**config.mk**
```make
export PLATFORM = sky130hd
export DESIGN_NAME = frame_phase_sampler
export DESIGN_NICKNAME = d
export VERILOG_FILES = /design/src/rtl/fps_pkg.sv /design/src/rtl/fps_phase_counter.sv /design/src/rtl/fps_frame_divider.sv /design/src/rtl/fps_capture.sv /design/src/rtl/fps_read_port.sv /design/src/rtl/frame_phase_sampler.sv
export SDC_FILE = /design/constraint.sdc
export NUM_CORES = 1
export LEC_CHECK = 0
export BUFFER_PORTS_ARGS = -buffer_cell sky130_fd_sc_hd__buf_2
export CORE_MARGIN = 3
export CORE_UTILIZATION = 43
export DETAILED_ROUTE_END_ITERATION = 12
export GPL_ROUTABILITY_DRIVEN = 0
export SYNTH_ARGS = -nofsm -noshare
export SYNTH_HDL_FRONTEND = slang
export SYNTH_SLANG_ARGS = --single-unit
```
**constraint.sdc**
```tcl
create_clock -name clk -period 2.8 [get_ports clk]
set_input_delay 0 -clock clk [delete_from_list [all_inputs] [get_ports clk]]
set_output_delay 0 -clock clk [all_outputs]
set_load 0.01 [all_outputs]
```
**src/rtl/fps_pkg.sv**
```systemverilog
package fps_pkg;

    localparam int CYC_W    = 9;
    localparam int STATUS_W = CYC_W + 2;
    localparam int BYTE_W   = 8;

    typedef struct packed {
        logic             parity;
        logic [CYC_W-1:0] cycles;
        logic             phase;
    } phase_word_t;

    function automatic phase_word_t make_word(input logic par,
                                              input logic [CYC_W-1:0] cyc,
                                              input logic ph);
        phase_word_t w;
        w.parity = par;
        w.cycles = cyc;
        w.phase  = ph;
        return w;
    endfunction

endpackage

```
**src/rtl/fps_phase_counter.sv**
```systemverilog
module fps_phase_counter
    import fps_pkg::*;
#(
    parameter int CW = CYC_W
) (
    input  logic          clk,
    input  logic          rst,
    input  logic          ser_phase,
    input  logic          ser_tick,
    input  logic          ser_fsync,
    output logic [CW-1:0] cnt_q,
    output logic          parity_q,
    output logic          phase_q
);

    localparam logic [CW-1:0] ONE = CW'(1);

    always_ff @(posedge clk) begin
        if (rst) begin
            cnt_q    <= '0;
            parity_q <= 1'b0;
            phase_q  <= 1'b0;
        end else begin
            phase_q <= ser_phase;
            if (ser_fsync) begin
                cnt_q    <= '0;
                parity_q <= ~parity_q;
            end else if (ser_tick) begin
                cnt_q <= cnt_q + ONE;
            end
        end
    end

endmodule

```
**src/rtl/fps_frame_divider.sv**
```systemverilog
module fps_frame_divider (
    input  logic clk,
    input  logic rst,
    input  logic par_fp,
    input  logic alt_en,
    output logic div_q,
    output logic capture
);

    assign capture = par_fp && (!alt_en || div_q);

    always_ff @(posedge clk) begin
        if (rst || !alt_en) begin
            div_q <= 1'b0;
        end else if (par_fp) begin
            div_q <= ~div_q;
        end
    end

endmodule

```
**src/rtl/fps_capture.sv**
```systemverilog
module fps_capture
    import fps_pkg::*;
(
    input  logic        clk,
    input  logic        rst,
    input  logic        capture,
    input  phase_word_t live,
    output phase_word_t snap_q
);

    always_ff @(posedge clk) begin
        if (rst) begin
            snap_q <= '0;
        end else if (capture) begin
            snap_q <= live;
        end
    end

endmodule

```
**src/rtl/fps_read_port.sv**
```systemverilog
module fps_read_port
    import fps_pkg::*;
#(
    parameter int AW        = 4,
    parameter int BASE_ADDR = 8,
    parameter int WORD_W    = STATUS_W
) (
    input  logic              rd_en,
    input  logic [AW-1:0]     rd_addr,
    input  logic [WORD_W-1:0] word,
    output logic [BYTE_W-1:0] rd_data
);

    localparam int NLANE = (WORD_W + BYTE_W - 1) / BYTE_W;
    localparam int PAD_W = NLANE * BYTE_W;

    logic [PAD_W-1:0]  padded;
    logic [NLANE-1:0]  hit;
    logic [BYTE_W-1:0] lane_data [NLANE];

    assign padded = PAD_W'(word);

    for (genvar i = 0; i < NLANE; i++) begin : g_lane
        assign hit[i]       = rd_en && (rd_addr == AW'(BASE_ADDR + i));
        assign lane_data[i] = padded[i*BYTE_W +: BYTE_W];
    end

    always_comb begin
        rd_data = '0;
        for (int i = 0; i < NLANE; i++) begin
            if (hit[i]) rd_data = rd_data | lane_data[i];
        end
    end

endmodule

```
**src/rtl/frame_phase_sampler.sv**
```systemverilog
module frame_phase_sampler
    import fps_pkg::*;
#(
    parameter int ADDR_W    = 4,
    parameter int BASE_ADDR = 8
) (
    input  logic              clk,
    input  logic              rst,
    input  logic              ser_phase,
    input  logic              ser_tick,
    input  logic              ser_fsync,
    input  logic              par_fp,
    input  logic              alt_en,
    input  logic              rd_en,
    input  logic [ADDR_W-1:0] rd_addr,
    output logic [BYTE_W-1:0] rd_data
);

    logic [CYC_W-1:0] cnt_q;
    logic             parity_q;
    logic             phase_q;
    logic             div_q;
    logic             capture;
    phase_word_t      live;
    phase_word_t      snap_q;

    fps_phase_counter #(.CW(CYC_W)) u_counter (
        .clk       (clk),
        .rst       (rst),
        .ser_phase (ser_phase),
        .ser_tick  (ser_tick),
        .ser_fsync (ser_fsync),
        .cnt_q     (cnt_q),
        .parity_q  (parity_q),
        .phase_q   (phase_q)
    );

    assign live = make_word(parity_q, cnt_q, phase_q);

    fps_frame_divider u_divider (
        .clk     (clk),
        .rst     (rst),
        .par_fp  (par_fp),
        .alt_en  (alt_en),
        .div_q   (div_q),
        .capture (capture)
    );

    fps_capture u_capture (
        .clk     (clk),
        .rst     (rst),
        .capture (capture),
        .live    (live),
        .snap_q  (snap_q)
    );

    fps_read_port #(
        .AW        (ADDR_W),
        .BASE_ADDR (BASE_ADDR),
        .WORD_W    (STATUS_W)
    ) u_read (
        .rd_en   (rd_en),
        .rd_addr (rd_addr),
        .word    (snap_q),
        .rd_data (rd_data)
    );

endmodule

```
==> results.py, run 1 <==
metrics = {
    "critical_path": {
        "cp.required_ns": 3.05,
        "critical_path.max_fanout": 22,
        "r2r_cells": 3,
        "worst_r2r_startpoint": "u_divider.div_q$_SDFFE_PP0P_",
        "cp_slowest_cell": "nor2b_1",
        "crit_chain": "nor2b_1 -> o21ai_0 -> a21oi_1",
        "start_kind": "flip-flop",
        "worstReg2RegEnd": "u_capture.snap_q[9]$_SDFFE_PP0P_",
        "crit_path_start": "u_divider.div_q$_SDFFE_PP0P_",
        "end_kind": "flip-flop",
        "critPathKind": "reg -> reg",
        "setup.worst_path.end": "u_capture.snap_q[9]$_SDFFE_PP0P_",
        "r2r_slack_ns": 1.31,
        "arrival_ns": 1.74,
        "cp_slowest_stage_delay_ns": 0.75,
    },
    "sta": {
        "rsz0062_at_grt": "false",
        "tns_ns": 0,
        "fmax_ghz": 0.671,
        "maxSlewViolCount": 0,
        "fin_crit_ns": 1.49,
        "skew_ns": 0.00624,
        "tightest_slew_ns": 0.975,
        "finalSetupViolCount": 0,
        "hold_viol": 0,
        "slew_headroom": 0.349,
        "fin_crit_sh": 0.532,
    },
    "cells_and_area": {
        "n_fill_cell": 219,
        "n_antenna_cell": 0,
        "nNetsFinal": 148,
        "synthToLayoutAreaGrowth_pct": 15.5,
        "drive_above_1_share": 0.179,
    },
    "synthesis": {
        "synth_cell_types": 22,
        "ys_seq_elements": 23,
        "yosys_warnings": 0,
        "syn_nets": 128,
        "syn_area_um2": 1020,
        "yosysSeqAreaShare": 0.452,
        "syn_area_per_cell_um2": 8.86,
        "synth_cells": 115,
    },
    "clock_network": {
        "h-tree-depth": 1,
        "numClockSinks": 23,
        "clkSlewWorstSetupHoldPaths_ns": 0.13,
        "cts_made_buffers": 3,
        "root_buffer": "clkbuf_4",
        "cts_tree": "built",
        "insertion_delay_ns": 0.31,
        "post_cts_buffers": 0,
        "clock_path_buffers": 2,
    },
    "global_route": {
        "first_global_vias": 809,
        "grt_max_degree": 23,
        "grt_overflow": 0,
        "grt_first_pass_wirelength_um": 3350,
        "grt_usage": 0.156,
        "antenna_found_initial": 0,
    },
    "route": {
        "totalWireLength_um": 2030,
        "avgViaCountPerCell": 5.31,
        "drt-wirelength-per-cell_um": 12.6,
        "first_iter_violations": 10,
        "wl_met2_um": 938,
        "first_pass_iters": 4,
        "routed-wl-met3_um": 106,
        "highest_layer": "met4",
        "wl_met1_um": 971,
        "remaining_drc_errors": 0,
        "vias": 855,
        "drtAntennaViolNets": 0,
    },
    "die": {
        "fp.coreArea_um2": 2100,
        "die_y_um": 54.7,
        "rows": 16,
        "die-area_um2": 2990,
        "die_w_um": 54.7,
        "initial_core_util": 0.485,
        "io_pins": 20,
    },
    "min_path": {
        "hold_class": "in -> reg",
    },
    "pwr": {
        "power_density_nw_per_um2": 455,
        "p_leak_uw": 0.000434,
        "ir_worst_vdd_mv": 0.358,
        "finalPower_uw": 536,
    },
    "status": {
        "outcome": "finished, final reports clean",
    },
    "run": {
        "maxCapViolCount": 0,
    },
    "placed_design": {
        "io_buffers": 19,
        "dp_hpwl_um": 1470,
    },
}
area by class of cell:
| type | instances | area, µm² | area share |
|---|---|---|---|
| timing repair buffer | 22 | 125 | 0.106 |
| sequential | 23 | 460 | 0.391 |
| multi-input combinational | 84 | 527 | 0.448 |
| inverter | 1 | 3.75 | 0.00319 |
| tap | 27 | 33.8 | 0.0287 |
| clock buffer | 4 | 26.3 | 0.0223 |
how the worst min path moves through the flow:
stage / depth (start not counted) / from / slack [ns] / endpoint
4_1_cts: 2 / rst / 0.02 / u_counter.parity_q$_SDFFE_PP0P_
5_1_grt: 2 / rst / 0.03 / u_capture.snap_q[4]$_SDFFE_PP0P_
6_report: 2 / rst / 0.03 / u_counter.parity_q$_SDFFE_PP0P_
2_1_floorplan: 1 / rst / 0.07 / u_capture.snap_q[1]$_SDFFE_PP0P_
3_3_place_gp: 2 / ser_phase / 0.21 / u_counter.phase_q$_SDFF_PP0_
3_5_place_dp: 2 / ser_phase / 0.22 / u_counter.phase_q$_SDFF_PP0_
cells in the mapped netlist:
master     count  area [µm²]
a21oi_1       15        75.1
and2_1         5        31.3
buf_1          1        3.75
buf_2          1        5.00
clkbuf_1       5        18.8
dfxtp_1       23         460
ha_1           1        12.5
inv_1          1        3.75
mux2i_1        4        40.0
nand2_1        3        11.3
nand3b_1      11        82.6
nand4_1        4        25.0
nand4_4        1        21.3
nand4bb_1      1        11.3
nor2_1        10        37.5
nor2b_1        2        12.5
nor3b_1        1        7.51
o21ai_0       15        75.1
or2_2          1        6.26
or3_1          4        25.0
xnor2_1        3        26.3
xor2_1         3        26.3
per-layer routing:
metal | up-vias | track usage
li1 | 445 | -
met1 | 383 | 0.186
met2 | 23 | 0.264
met3 | 4 | 0.0327
met4 | 0 | 0.0747
met5 | - | 0
through the flow:
step           hold WS [ns]  utilization  area (µm²)  std cells  setup WS (ns)
2_1_floorplan        0.0691            -        1020        115           1.60
3_5_place_dp          0.221        0.533        1120        154           1.33
3_3_place_gp          0.211        0.533        1120        154           1.37
4_1_cts              0.0178        0.560        1180        161           1.31
5_1_grt              0.0255        0.560        1180        161           1.00
6_report             0.0320        0.560        1180        161           1.31
critical path: cells and delay by family (launching register included):
family | cells | cell delay (ns)
AND/OR/NAND/NOR | 1 | 0.75
AO/OA/AOI/OAI | 2 | 0.35
flip-flops | 1 | 0.34
where the power goes:
group,total [µW],switching (µW),internal (µW)
combinational,43.9,23.1,20.8
sequential,337,4.53,333
clock,154,98.9,55.5
total,536,127,409
registers in the layout, summed over array words and instances (netlist names):
signal	count
u_capture.snap_q	11
u_counter.cnt_q	9
u_counter.parity_q	1
u_counter.phase_q	1
u_divider.div_q	1
kinds of logic after synthesis:
logic type,share of synthesized area
AND/OR/NAND/NOR,0.267
AO/OA/AOI/OAI,0.147
adder cells (fa/ha/maj),0.0123
multiplexers,0.0393
XOR/XNOR,0.0516
flip-flops,0.452
buffers and inverters,0.0307
placed cells by master (no fill, tap or decap), drive strengths merged:
cell type     n
xnor2         3
dlygate4sd3   3
or2           1
nor2b         2
nor2         10
or3           4
nand3b       11
nor3b         1
and2          5
nand4bb       1
mux2i         4
clkbuf        4
nand2         3
dfxtp        23
a21oi        15
ha            1
o21ai        15
xor2          3
buf          19
nand4         5
inv           1
timing repair:
action                    CTS  global route
hold endpoints to repair    3             0
gates resized for setup     0             0
hold buffers                3             0
No activity file was read; power rests on OpenSTA's default activity.
==> run 2, diff against run 1 <==
PLACE_DENSITY = 0.67   (was not set)
clock period = 1.3 ns   (was 2.8 ns; I/O delays follow)
==> results.py, run 2 (synthesis results as in run 1) <==
metrics = {
    "critical_path": {
        "arrival_ns": 1.44,
        "cp_slowest_cell": "dfxtp_2",
        "critical_path.max_fanout": 4,
        "crit_chain": "ha_2 -> nand4_1 -> or3_1 -> a21oi_1",
        "cp_slowest_stage_delay_ns": 0.38,
        "critPathKind": "reg -> reg",
        "start_kind": "flip-flop",
        "cp.required_ns": 1.54,
        "end_kind": "flip-flop",
    },
    "clock_network": {
        "insertion_delay_ns": 0.30,
        "clkSlewWorstSetupHoldPaths_ns": 0.12,
        "cts_made_buffers": 3,
        "root_buffer": "clkbuf_4",
        "post_cts_buffers": 0,
        "numClockSinks": 23,
        "cts_tree": "built",
        "clock_path_buffers": 2,
        "h-tree-depth": 1,
    },
    "global_route": {
        "grt_usage": 0.144,
        "grt_overflow": 0,
        "first_global_vias": 765,
        "grt_max_degree": 23,
        "grt_first_pass_wirelength_um": 3250,
        "antenna_found_initial": 0,
    },
    "cells_and_area": {
        "n_fill_cell": 215,
        "final_area_um2": 1210,
        "drive_above_1_share": 0.217,
        "post-route-util": 0.576,
        "layout_commonest_cell": "dfxtp_1",
        "nNetsFinal": 152,
        "n_antenna_cell": 0,
        "multi_input_area_um2": 529,
        "top_register": "u_capture.snap_q",
        "mostFrequentLayoutCells": "dfxtp_1 (22), buf_2 (19), o21ai_0 (15), a21oi_1 (15), nand3b_1 (11)",
        "seqCellArea_um2": 462,
        "top_regs": "u_capture.snap_q x11, u_counter.cnt_q x9",
        "synthToLayoutAreaGrowth_pct": 18.8,
        "largest_reg_flops": 11,
    },
    "sta": {
        "fin_crit_ns": 1.20,
        "rsz0062_at_grt": "false",
        "fin_crit_sh": 0.924,
        "hold_viol": 0,
        "finalSetupViolCount": 0,
        "fmax_ghz": 0.832,
        "maxSlewViolCount": 0,
        "slew_headroom": 0.826,
        "tns_ns": 0,
        "skew_ns": 0.00130,
        "tightest_slew_ns": 0.261,
    },
    "route": {
        "first_iter_violations": 5,
        "remaining_drc_errors": 0,
        "vias": 875,
        "drt-wirelength-per-cell_um": 12.0,
        "first_pass_iters": 4,
        "drtAntennaViolNets": 0,
        "totalWireLength_um": 1980,
        "avgViaCountPerCell": 5.30,
    },
    "die": {
        "io_pins": 20,
        "die-area_um2": 2990,
        "fp.coreArea_um2": 2100,
        "initial_core_util": 0.485,
        "rows": 16,
        "die_y_um": 54.7,
        "die_w_um": 54.7,
    },
    "run": {
        "maxCapViolCount": 0,
    },
    "min_path": {
        "hold_class": "in -> reg",
    },
    "placed_design": {
        "dpl-instance-area_um2": 1150,
        "io_buffers": 19,
        "dp_hpwl_um": 1420,
    },
    "pwr": {
        "power_density_nw_per_um2": 949,
        "ir_worst_vdd_mv": 0.626,
        "p_leak_uw": 0.000453,
    },
    "status": {
        "outcome": "finished, final reports clean",
    },
}
run 2: cell count changes in the layout (fill, tap and decap cells not counted), sizes merged:
cell,change
buf,+4
run 2: where the power goes:
| group | switching (µW) | internal, µW | leakage (µW) |
|---|---|---|---|
| sequential | 7.55 | 717 | 0.000187 |
| combinational | 54.1 | 50.0 | 0.000251 |
| clock | 200 | 119 | 0.0000150 |
run 2: timing repair:
action / 4_1_cts / 5_1_grt
gates resized for setup: 0 / 2
hold buffers: 3 / 0
hold endpoints to repair: 3 / 0
endpoints found under the setup margin: 0 / 1
run 2: routing by layer:
| layer | track usage | wire length, µm | part of all wire |
|---|---|---|---|
| met5 | 0 | 0 | 0 |
| met4 | 0.0498 | 10 | 0.0051 |
| met3 | 0.0245 | 95 | 0.048 |
| met2 | 0.244 | 925 | 0.47 |
| met1 | 0.182 | 946 | 0.48 |
run 2: path summary, 6_finish.rpt:
kind,slack [ns],start,cells past startpoint,end
worst min-delay path,0.04,rst,2,u_counter.phase_q$_SDFF_PP0_
worst max-delay path,0.1,u_counter.cnt_q[0]$_SDFFE_PP0P_,4,u_counter.cnt_q[8]$_SDFFE_PP0P_
worst min register to register,0.47,u_counter.phase_q$_SDFF_PP0_,2,u_capture.snap_q[0]$_SDFFE_PP0P_
worst max register to register,0.1,u_counter.cnt_q[0]$_SDFFE_PP0P_,4,u_counter.cnt_q[8]$_SDFFE_PP0P_
run 2: cell type report:
cell class              count  share of cell area
multi-input cells          84               0.437
clock buffers               4              0.0217
flip-flops and latches     23               0.382
inverters                   1             0.00310
repair buffers             26               0.128
well taps                  27              0.0279
run 2: critical path: cells and delay by family, from the launching register on:
family	cells	cell delay, ns
compound gates	1	0.14
fa+ha+maj	1	0.21
flops	1	0.38
simple gates	2	0.41
run 2: stage by stage:
| stage | instances | power, µW | worst slack, ns | hold slack [ns] |
|---|---|---|---|---|
| after global routing | 165 | 1200 | 0.00395 | 0.0471 |
| after CTS | 165 | 1160 | 0.0284 | 0.0275 |
| after global placement | 158 | 833 | 0.107 | 0.206 |
| final | 165 | 1150 | 0.0983 | 0.0404 |
| after floorplan | 115 | 801 | 0.0986 | 0.0691 |
| after detailed placement | 158 | 837 | 0.0589 | 0.215 |
